==> src/rtl/mdu_pkg.sv <==
// Package mdu_pkg
// Shared width and the function codes decoded by the multiply-divide unit.
// Assumes a 6-bit function field taken from the instruction.
package mdu_pkg;
    localparam int unsigned DATA_W = 32;

    localparam logic [5:0] FN_RDHI  = 6'd16;
    localparam logic [5:0] FN_WRHI  = 6'd17;
    localparam logic [5:0] FN_RDLO  = 6'd18;
    localparam logic [5:0] FN_WRLO  = 6'd19;
    localparam logic [5:0] FN_MULS  = 6'd24;
    localparam logic [5:0] FN_MULU  = 6'd25;
    localparam logic [5:0] FN_DIVS  = 6'd26;
    localparam logic [5:0] FN_DIVU  = 6'd27;
endpackage

==> src/rtl/mdu_mult.sv <==
// Module mdu_mult
// Fixed-latency multiplier. It captures the operands on go and reports done
// LAT-1 cycles later. The caller writes the product on the edge at which done
// is seen, which makes the total latency LAT cycles.
// Assumes go is pulsed only while the unit is idle. LAT must be at least 2.
module mdu_mult #(
    parameter int unsigned W   = 32,
    parameter int unsigned LAT = 4
) (
    input  logic             clk,
    input  logic             rst_n,
    input  logic             go,
    input  logic             is_signed,
    input  logic [W-1:0]     a,
    input  logic [W-1:0]     b,
    output logic             done,
    output logic [2*W-1:0]   product
);
    localparam int unsigned STAGES = LAT - 1;

    logic                         cap_vld;
    logic signed [W:0]            a_q;
    logic signed [W:0]            b_q;
    logic signed [2*W+1:0]        full;
    logic [STAGES-1:0]            vld;
    logic [STAGES-1:0][2*W-1:0]   prod_q;

    // Extended operands: one extra bit turns unsigned into positive signed.
    always_comb full = a_q * b_q;

    // Operand capture register with its valid flag.
    always_ff @(posedge clk) begin
        if (!rst_n) begin
            cap_vld <= 1'b0;
        end else begin
            cap_vld <= go;
        end
    end

    // Operand data, no reset needed.
    always_ff @(posedge clk) begin
        if (go) begin
            a_q <= {is_signed & a[W-1], a};
            b_q <= {is_signed & b[W-1], b};
        end
    end

    // Valid flags travel alongside the product stages.
    always_ff @(posedge clk) begin
        if (!rst_n) begin
            vld <= '0;
        end else begin
            vld[0] <= cap_vld;
            for (int k = 1; k < STAGES; k++) vld[k] <= vld[k-1];
        end
    end

    // Product stages: compute once, then delay.
    always_ff @(posedge clk) begin
        prod_q[0] <= full[2*W-1:0];
        for (int k = 1; k < STAGES; k++) prod_q[k] <= prod_q[k-1];
    end

    assign done    = vld[STAGES-1];
    assign product = prod_q[STAGES-1];
endmodule

==> src/rtl/mdu_div.sv <==
// Module mdu_div
// Restoring divider that resolves one quotient bit per clock. It works on
// magnitudes and corrects the signs when it finishes. done is raised together
// with the final quotient and remainder during the W-th stepping cycle.
// Assumes go is pulsed only while idle. A zero divisor yields an all-ones
// quotient and the dividend as remainder.
module mdu_div #(
    parameter int unsigned W = 32
) (
    input  logic          clk,
    input  logic          rst_n,
    input  logic          go,
    input  logic          is_signed,
    input  logic [W-1:0]  dividend,
    input  logic [W-1:0]  divisor,
    output logic          done,
    output logic [W-1:0]  quo,
    output logic [W-1:0]  rem
);
    localparam int unsigned CW   = $clog2(W);
    localparam logic [CW-1:0] LAST = CW'(W - 1);

    logic          active;
    logic [CW-1:0] cnt;
    logic [W-1:0]  rem_q, quo_q, dsr_q;
    logic          neg_quo, neg_rem, dsr_zero;
    logic          sgn_a, sgn_b;
    logic [W:0]    shifted, trial;
    logic          fits;
    logic [W-1:0]  rem_n, quo_n;

    // Sign of each operand, only meaningful for a signed divide.
    always_comb begin
        sgn_a = is_signed & dividend[W-1];
        sgn_b = is_signed & divisor[W-1];
    end

    // One restoring step: shift in the next dividend bit, try to subtract.
    always_comb begin
        shifted = {rem_q, quo_q[W-1]};
        trial   = shifted - {1'b0, dsr_q};
        fits    = ~trial[W];
        rem_n   = fits ? trial[W-1:0] : shifted[W-1:0];
        quo_n   = {quo_q[W-2:0], fits};
    end

    // Control: start on go, step W times, then go idle.
    always_ff @(posedge clk) begin
        if (!rst_n) begin
            active <= 1'b0;
            cnt    <= '0;
        end else if (go) begin
            active <= 1'b1;
            cnt    <= '0;
        end else if (active) begin
            cnt    <= cnt + 1'b1;
            active <= (cnt != LAST);
        end
    end

    // Datapath: load magnitudes on go, otherwise advance one step.
    always_ff @(posedge clk) begin
        if (go) begin
            quo_q    <= sgn_a ? (~dividend + 1'b1) : dividend;
            dsr_q    <= sgn_b ? (~divisor + 1'b1) : divisor;
            rem_q    <= '0;
            dsr_zero <= (divisor == '0);
            neg_quo  <= (sgn_a ^ sgn_b) & (divisor != '0);
            neg_rem  <= sgn_a;
        end else if (active) begin
            quo_q <= quo_n;
            rem_q <= rem_n;
        end
    end

    assign done = active && (cnt == LAST);
    assign quo  = neg_quo ? (~quo_n + 1'b1) : quo_n;
    assign rem  = neg_rem ? (~rem_n + 1'b1) : rem_n;

    // a zero divisor must finish with an all-ones quotient.
    assert_div_zero_R11: assert property (@(posedge clk) disable iff (!rst_n)
        (done && dsr_zero) |-> (quo == '1));
endmodule

==> src/rtl/hilo_muldiv_unit.sv <==
// Module hilo_muldiv_unit
// Owns the HI/LO result pair. It decodes requests into a multiply, a divide
// or a direct write, holds busy while an operation is in flight, and serves
// move-from reads through a combinational port.
// Assumes the requester stalls move-from reads while busy is high. A start
// seen while busy is dropped.
module hilo_muldiv_unit
    import mdu_pkg::*;
#(
    parameter int unsigned W       = DATA_W,
    parameter int unsigned MUL_LAT = 4
) (
    input  logic          clk,
    input  logic          rst_n,
    input  logic          start,
    input  logic [5:0]    funct,
    input  logic [W-1:0]  rs,
    input  logic [W-1:0]  rt,
    output logic          busy,
    output logic [W-1:0]  hi,
    output logic [W-1:0]  lo,
    output logic [W-1:0]  mf_data
);
    localparam int unsigned RUN_W = $clog2(W + 2);

    logic           busy_q;
    logic [W-1:0]   hi_q, lo_q;
    logic           accept;
    logic           is_mul, is_div, is_sgn, is_wrhi, is_wrlo;
    logic           mul_done, div_done;
    logic [2*W-1:0] product;
    logic [W-1:0]   quo, rem;
    logic [RUN_W-1:0] busy_run;

    // Decode of the request; the low bit of the code selects unsigned.
    always_comb begin
        accept  = start && !busy_q;
        is_mul  = (funct == FN_MULS) || (funct == FN_MULU);
        is_div  = (funct == FN_DIVS) || (funct == FN_DIVU);
        is_sgn  = (funct == FN_MULS) || (funct == FN_DIVS);
        is_wrhi = (funct == FN_WRHI);
        is_wrlo = (funct == FN_WRLO);
    end

    mdu_mult #(.W(W), .LAT(MUL_LAT)) u_mult (
        .clk       (clk),
        .rst_n     (rst_n),
        .go        (accept && is_mul),
        .is_signed (is_sgn),
        .a         (rs),
        .b         (rt),
        .done      (mul_done),
        .product   (product)
    );

    mdu_div #(.W(W)) u_div (
        .clk       (clk),
        .rst_n     (rst_n),
        .go        (accept && is_div),
        .is_signed (is_sgn),
        .dividend  (rs),
        .divisor   (rt),
        .done      (div_done),
        .quo       (quo),
        .rem       (rem)
    );

    // Busy flag: set on an accepted arithmetic request, cleared on completion.
    always_ff @(posedge clk) begin
        if (!rst_n) begin
            busy_q <= 1'b0;
        end else if (accept && (is_mul || is_div)) begin
            busy_q <= 1'b1;
        end else if (mul_done || div_done) begin
            busy_q <= 1'b0;
        end
    end

    // HI/LO update: completions first, then direct writes while idle.
    always_ff @(posedge clk) begin
        if (!rst_n) begin
            hi_q <= '0;
            lo_q <= '0;
        end else if (mul_done) begin
            hi_q <= product[2*W-1:W];
            lo_q <= product[W-1:0];
        end else if (div_done) begin
            hi_q <= rem;
            lo_q <= quo;
        end else if (accept && is_wrhi) begin
            hi_q <= rs;
        end else if (accept && is_wrlo) begin
            lo_q <= rs;
        end
    end

    // Move-from read port.
    always_comb begin
        case (funct)
            FN_RDHI: mf_data = hi_q;
            FN_RDLO: mf_data = lo_q;
            default: mf_data = '0;
        endcase
    end

    assign busy = busy_q;
    assign hi   = hi_q;
    assign lo   = lo_q;

    // Checker counter: length of the current busy run.
    always_ff @(posedge clk) begin
        if (!rst_n)      busy_run <= '0;
        else if (busy_q) busy_run <= busy_run + 1'b1;
        else             busy_run <= '0;
    end

    // an accepted multiply raises busy on the next cycle.
    assert_mul_busy_R8: assert property (@(posedge clk) disable iff (!rst_n)
        (start && !busy && is_mul) |=> busy);

    // no busy run lasts longer than a full divide.
    assert_busy_bounded_R9: assert property (@(posedge clk) disable iff (!rst_n)
        busy_run <= RUN_W'(W));

    // a write to HI loads rs and leaves LO untouched.
    assert_wrhi_only_R6: assert property (@(posedge clk) disable iff (!rst_n)
        (start && !busy && is_wrhi) |=> (hi == $past(rs)) && $stable(lo) && !busy);

    // while busy and not finishing, the result pair is frozen.
    assert_busy_holds_R10: assert property (@(posedge clk) disable iff (!rst_n)
        (busy && !mul_done && !div_done) |=> $stable(hi) && $stable(lo) && busy);

    // when idle with no valid write request, HI and LO stay unchanged.
    assert_idle_hold_R13: assert property (@(posedge clk) disable iff (!rst_n)
        (!busy && !(start && (is_wrhi || is_wrlo))) |=> $stable(hi) && $stable(lo));

    // the two engines never finish together.
    assert_one_done_R9: assert property (@(posedge clk) disable iff (!rst_n)
        $onehot0({mul_done, div_done}));
endmodule

==> config.mk <==
export PLATFORM = sky130hd
export DESIGN_NAME = hilo_muldiv_unit
export DESIGN_NICKNAME = d
export VERILOG_FILES = /design/src/rtl/mdu_pkg.sv /design/src/rtl/mdu_mult.sv /design/src/rtl/mdu_div.sv /design/src/rtl/hilo_muldiv_unit.sv
export SDC_FILE = /design/constraint.sdc
export NUM_CORES = 2
export LEC_CHECK = 0
export BUFFER_PORTS_ARGS = -buffer_cell sky130_fd_sc_hd__buf_2
export CORE_UTILIZATION = 55
export DETAILED_ROUTE_END_ITERATION = 7
export GPL_TIMING_DRIVEN = 0
export PLACE_DENSITY = 0.7
export SYNTH_ARGS = -nofsm -noshare
export SYNTH_HDL_FRONTEND = slang
export SYNTH_SLANG_ARGS = --single-unit
==> constraint.sdc <==
create_clock -name clk -period 12.9 [get_ports clk]
set_input_delay 0.645 -clock clk [delete_from_list [all_inputs] [get_ports clk]]
set_output_delay 0.645 -clock clk [all_outputs]
set_load 0.05 [all_outputs]
==> qor.log <==
INFO  run_status     outcome=finished, violations left
INFO  run_status     failing_checks=max-capacitance violations, max-slew violations
INFO  routing        route.final.wire_length=221000microns
INFO  critical_path  worstSetupStartpointType=register
INFO  critical_path  worst-setup-path-type=reg -> reg
INFO  die            die-area=104700squm
INFO  routing        drc_violations_left=0
INFO  yosys          ys_seq_elements=431
INFO  placed_design  port_buffers=168
INFO  power          seqPwrFrac=22.7%
INFO  power          switching_fraction=50.16%
INFO  global_route   global_route.overflow_total=0
INFO  sta            drv_slew=10
INFO  die            fp.dieH=323.5microns
INFO  critical_path  critPathArrivalTime=12220ps
INFO  clocking       cts_buffers=48
INFO  power          report.power.total=9.191mW
INFO  critical_path  worst-path-buf-inv=6
INFO  sta            timing.clock.skew=53.18ps
INFO  sta            timing.final.crit_share=90.49%
INFO  yosys          synth_top_flop_cell=sky130_fd_sc_hd__dfxtp_1
INFO  critical_path  timing.critical_path.fanout_max=10
INFO  placed_design  dp_hpwl=181800microns
INFO  power          fraction_of_power_consumed_by_the_clock_network=16.2%
INFO  routing        detail_route.wl_per_cell=28.98microns
INFO  yosys          synth_top_area_cell=sky130_fd_sc_hd__fa_1
INFO  placed_design  post-place-ws=1825ps
INFO  yosys          synthesis.nets=7415
INFO  critical_path  reg2reg_setup_slack=1230ps
INFO  global_route   grt_max_degree=35
INFO  clocking       cts_root_buf=sky130_fd_sc_hd__clkbuf_16
INFO  sta            grt_setup_unrepaired=false
INFO  power          comb_power_share=61.1%
INFO  critical_path  crit_path_max_incr_delay=1060ps
INFO  critical_path  worst-endpoint-required=13440ps
INFO  yosys          syn-cell-area=56850squm
INFO  routing        first_iter_violations=5054
INFO  clocking       cts.sinks=431
INFO  power          p_per_area=150.0nW/um^2
INFO  sta            setup_tns=0ps
INFO  clocking       clock_latency_late_sink=650ps
INFO  routing        routed_via_density=5.944
INFO  die            floorplan.die.width=323.5microns
INFO  clocking       post_cts.repair.setup_buffers=0
INFO  yosys          synthArstFlopShare=0%
INFO  yosys          yosysUniqueCellTypes=93
INFO  global_route   antenna_found_initial=24
INFO  sta            layout_setup_ws=1226ps
INFO  clocking       clock_tree.htree_level_count=2
INFO  sta            report.final.setup_viol=0
INFO  clocking       holdBufCountCts=0
INFO  clocking       cts_tree=built
INFO  power          p_sw=4.610mW
INFO  yosys          post-synth-top-area-fraction=39.65%
INFO  yosys          syn_area_per_cell=9.529squm
INFO  yosys          synthesis.yosys.warnings=0
INFO  critical_path  cpLargestDelayFamily=adder cells
INFO  flow_run       cap_violations=1
INFO  yosys          ys_seq_area_share=17.50%
INFO  critical_path  worst_path_max_delay_cell=sky130_fd_sc_hd__edfxtp_1
INFO  die            std_cell_rows=117
INFO  placed_design  gp_congestion=1.065
INFO  global_route   grt_pass1_vias=46232
INFO  global_route   groute.usage.overall=43.47%
INFO  min_path       hold_path_class=in -> reg
INFO  routing        total_number_of_vias=45317
INFO  yosys          post_synth_main_area_contributors=sky130_fd_sc_hd__fa_1 (40%), sky130_fd_sc_hd__dfxtp_1 (11%), sky130_fd_sc_hd__inv_1 (7.5%), sky130_fd_sc_hd__edfxtp_1 (7.0%), sky130_fd_sc_hd__and2_1 (6.2%)
INFO  final_layout   drive_gt1_share=4.961%
INFO  power          worst_ir_drop_on_vdd=260.6uV
INFO  sta            final.min_clock_period=11670ps
INFO  final_layout   final.fill_count=9060
INFO  die            floorplan.initialDensity=55.64%
INFO  clocking       post_cts_resized=0
INFO  sta            timing.max_slew.rel_slack=-0.1347%
INFO  routing        drtPass1Iterations=6
INFO  power          power_report.internal_total=4.581mW
INFO  critical_path  cpMostUsedCell=sky130_fd_sc_hd__fa_1
INFO  yosys          post_synth_edffs=132
INFO  routing        antenna_violating_nets_post_route=0
INFO  die            pin_count=170
INFO  clocking       ctsLongestPathBuffers=3
INFO  die            area_of_the_placeable_core=102200squm
INFO  sta            slew_at_the_pin_closest_to_its_max_slew_limit=1502ps
INFO  sta            hold_viol=0
INFO  power          power.static_leakage=29.22nW
INFO  final_layout   areaGrowthSynthToFinish=7.795%
INFO  clocking       clk_transition_reported_paths=70ps
INFO  sta            highest_achievable_clock_rate=85.66MHz
INFO  final_layout   num-nets-final=7637
INFO  critical_path  critPathCaptureType=register
INFO  global_route   grt_first_pass_wirelength=319200microns
INFO  yosys          syn_inst=5966
## power groups by stage
stage | registers (mW) | clock network (mW) | logic, mW
CTS | 2.07 | 1.51 | 5.46
floorplan | 1.90 | 0 | 3.53
global placement | 2.09 | 0 | 5.40
finish | 2.09 | 1.49 | 5.61
detailed placement | 2.09 | 0 | 5.42
global route | 2.10 | 1.56 | 6.03
## stage by stage
step / util [%] / hold WS, ps / instances / instance area, sq um
floorplan: - / 309.6 / 5966 / 56850
global placement: 58.14 / 310.7 / 7502 / 59400
detailed placement: 58.21 / 312.1 / 7505 / 59470
CTS: 59.90 / 163.8 / 7595 / 61210
global route: 59.91 / 192.6 / 7597 / 61220
finish: 59.97 / 202.2 / 7624 / 61280
## area by class of cell
| cell class | count | area [sq um] | area share (%) |
|---|---|---|---|
| flip-flops and latches | 431 | 9950 | 16.24 |
| repair buffers | 172 | 905.9 | 1.478 |
| clock inverters | 30 | 384.1 | 0.6268 |
| plain buffers | 302 | 1161 | 1.895 |
| well taps | 1368 | 1712 | 2.793 |
| inverters | 1145 | 4298 | 7.013 |
| clock buffers | 60 | 1349 | 2.201 |
| multi-input cells | 4088 | 41450 | 67.64 |
| diodes | 28 | 70.07 | 0.1143 |
## cell usage in the layout, fill, tap and decap left out, types with 124 or more instances in the layout
cell                          n
sky130_fd_sc_hd__clkbuf_1   283
sky130_fd_sc_hd__nand2_1    701
sky130_fd_sc_hd__buf_2      176
sky130_fd_sc_hd__fa_1      1126
sky130_fd_sc_hd__a21oi_1    173
sky130_fd_sc_hd__dfxtp_1    299
sky130_fd_sc_hd__ha_1       250
sky130_fd_sc_hd__o21ai_0    162
sky130_fd_sc_hd__inv_1     1143
sky130_fd_sc_hd__and2_1     567
sky130_fd_sc_hd__xnor2_1    124
sky130_fd_sc_hd__edfxtp_1   132
sky130_fd_sc_hd__nor2_1     204
## per-layer routing
layer | track usage, % | share of wire, % | up-vias | wire length [microns]
li1 | - | - | 18792 | -
met3 | 12.14 | 12 | 709 | 27230
met5 | 0 | 0.036 | - | 80
met1 | 55.92 | 37 | 22965 | 81820
met4 | 27.61 | 7.6 | 10 | 16860
met2 | 64.83 | 43 | 2841 | 94970
## worst paths after layout
| check | cells after the start | from | to |
|---|---|---|---|
| worst min-delay path | 1 | rt[5] | u_mult.b_q[5]$_DFFE_PP_ |
| worst max register to register | 28 | u_mult.b_q[16]$_DFFE_PP_ | u_mult.prod_q[62]$_DFF_P_ |
| worst max-delay path | 28 | u_mult.b_q[16]$_DFFE_PP_ | u_mult.prod_q[62]$_DFF_P_ |
| worst min register to register | 0 | u_mult.prod_q[93]$_DFF_P_ | u_mult.product[29]$_DFF_P_ |
## sequential cells by signal, indices dropped and copies added (netlist names)
signal          cells
u_mult.vld          3
lo                 32
u_mult.b_q         33
u_mult.prod_q     128
u_div.quo_q        32
u_mult.cap_vld      1
u_div.rem_q        32
hi                 32
u_div.dsr_q        32
u_div.neg_quo       1
u_div.cnt           5
u_mult.product     64
busy                1
u_mult.a_q         33
u_div.neg_rem       1
u_div.active        1
## cells by family (layout without fill, tap and decap cells)
logic type / Yosys count / count (layout) / synth area share, %
other cells: 0 / 28 / 0
simple gates: 1743 / 1743 / 15.20
buf+inv: 1447 / 1709 / 9.600
compound gates: 682 / 682 / 7.939
fa+ha+maj: 1376 / 1376 / 45.15
flops: 431 / 431 / 17.50
mux: 74 / 74 / 1.329
xor+xnor: 213 / 213 / 3.281
## cell usage after synthesis, types with 19 or more instances
library cell               number
sky130_fd_sc_hd__a21oi_1      173
sky130_fd_sc_hd__ha_1         250
sky130_fd_sc_hd__dfxtp_1      299
sky130_fd_sc_hd__xnor2_1      124
sky130_fd_sc_hd__a21o_1        57
sky130_fd_sc_hd__o21ai_0      162
sky130_fd_sc_hd__fa_1        1126
sky130_fd_sc_hd__a211oi_1      50
sky130_fd_sc_hd__edfxtp_1     132
sky130_fd_sc_hd__o31ai_1       41
sky130_fd_sc_hd__nor3_1        44
sky130_fd_sc_hd__xor2_1        89
sky130_fd_sc_hd__mux2i_1       71
sky130_fd_sc_hd__nand2_1      702
sky130_fd_sc_hd__and2_1       567
sky130_fd_sc_hd__clkbuf_1     279
sky130_fd_sc_hd__nand3_1       32
sky130_fd_sc_hd__nand2b_1      26
sky130_fd_sc_hd__inv_1       1143
sky130_fd_sc_hd__or3_1         24
sky130_fd_sc_hd__nor2b_1       40
sky130_fd_sc_hd__nor2_1       205
sky130_fd_sc_hd__o211ai_1      19
(Power assumes the default switching activity.)
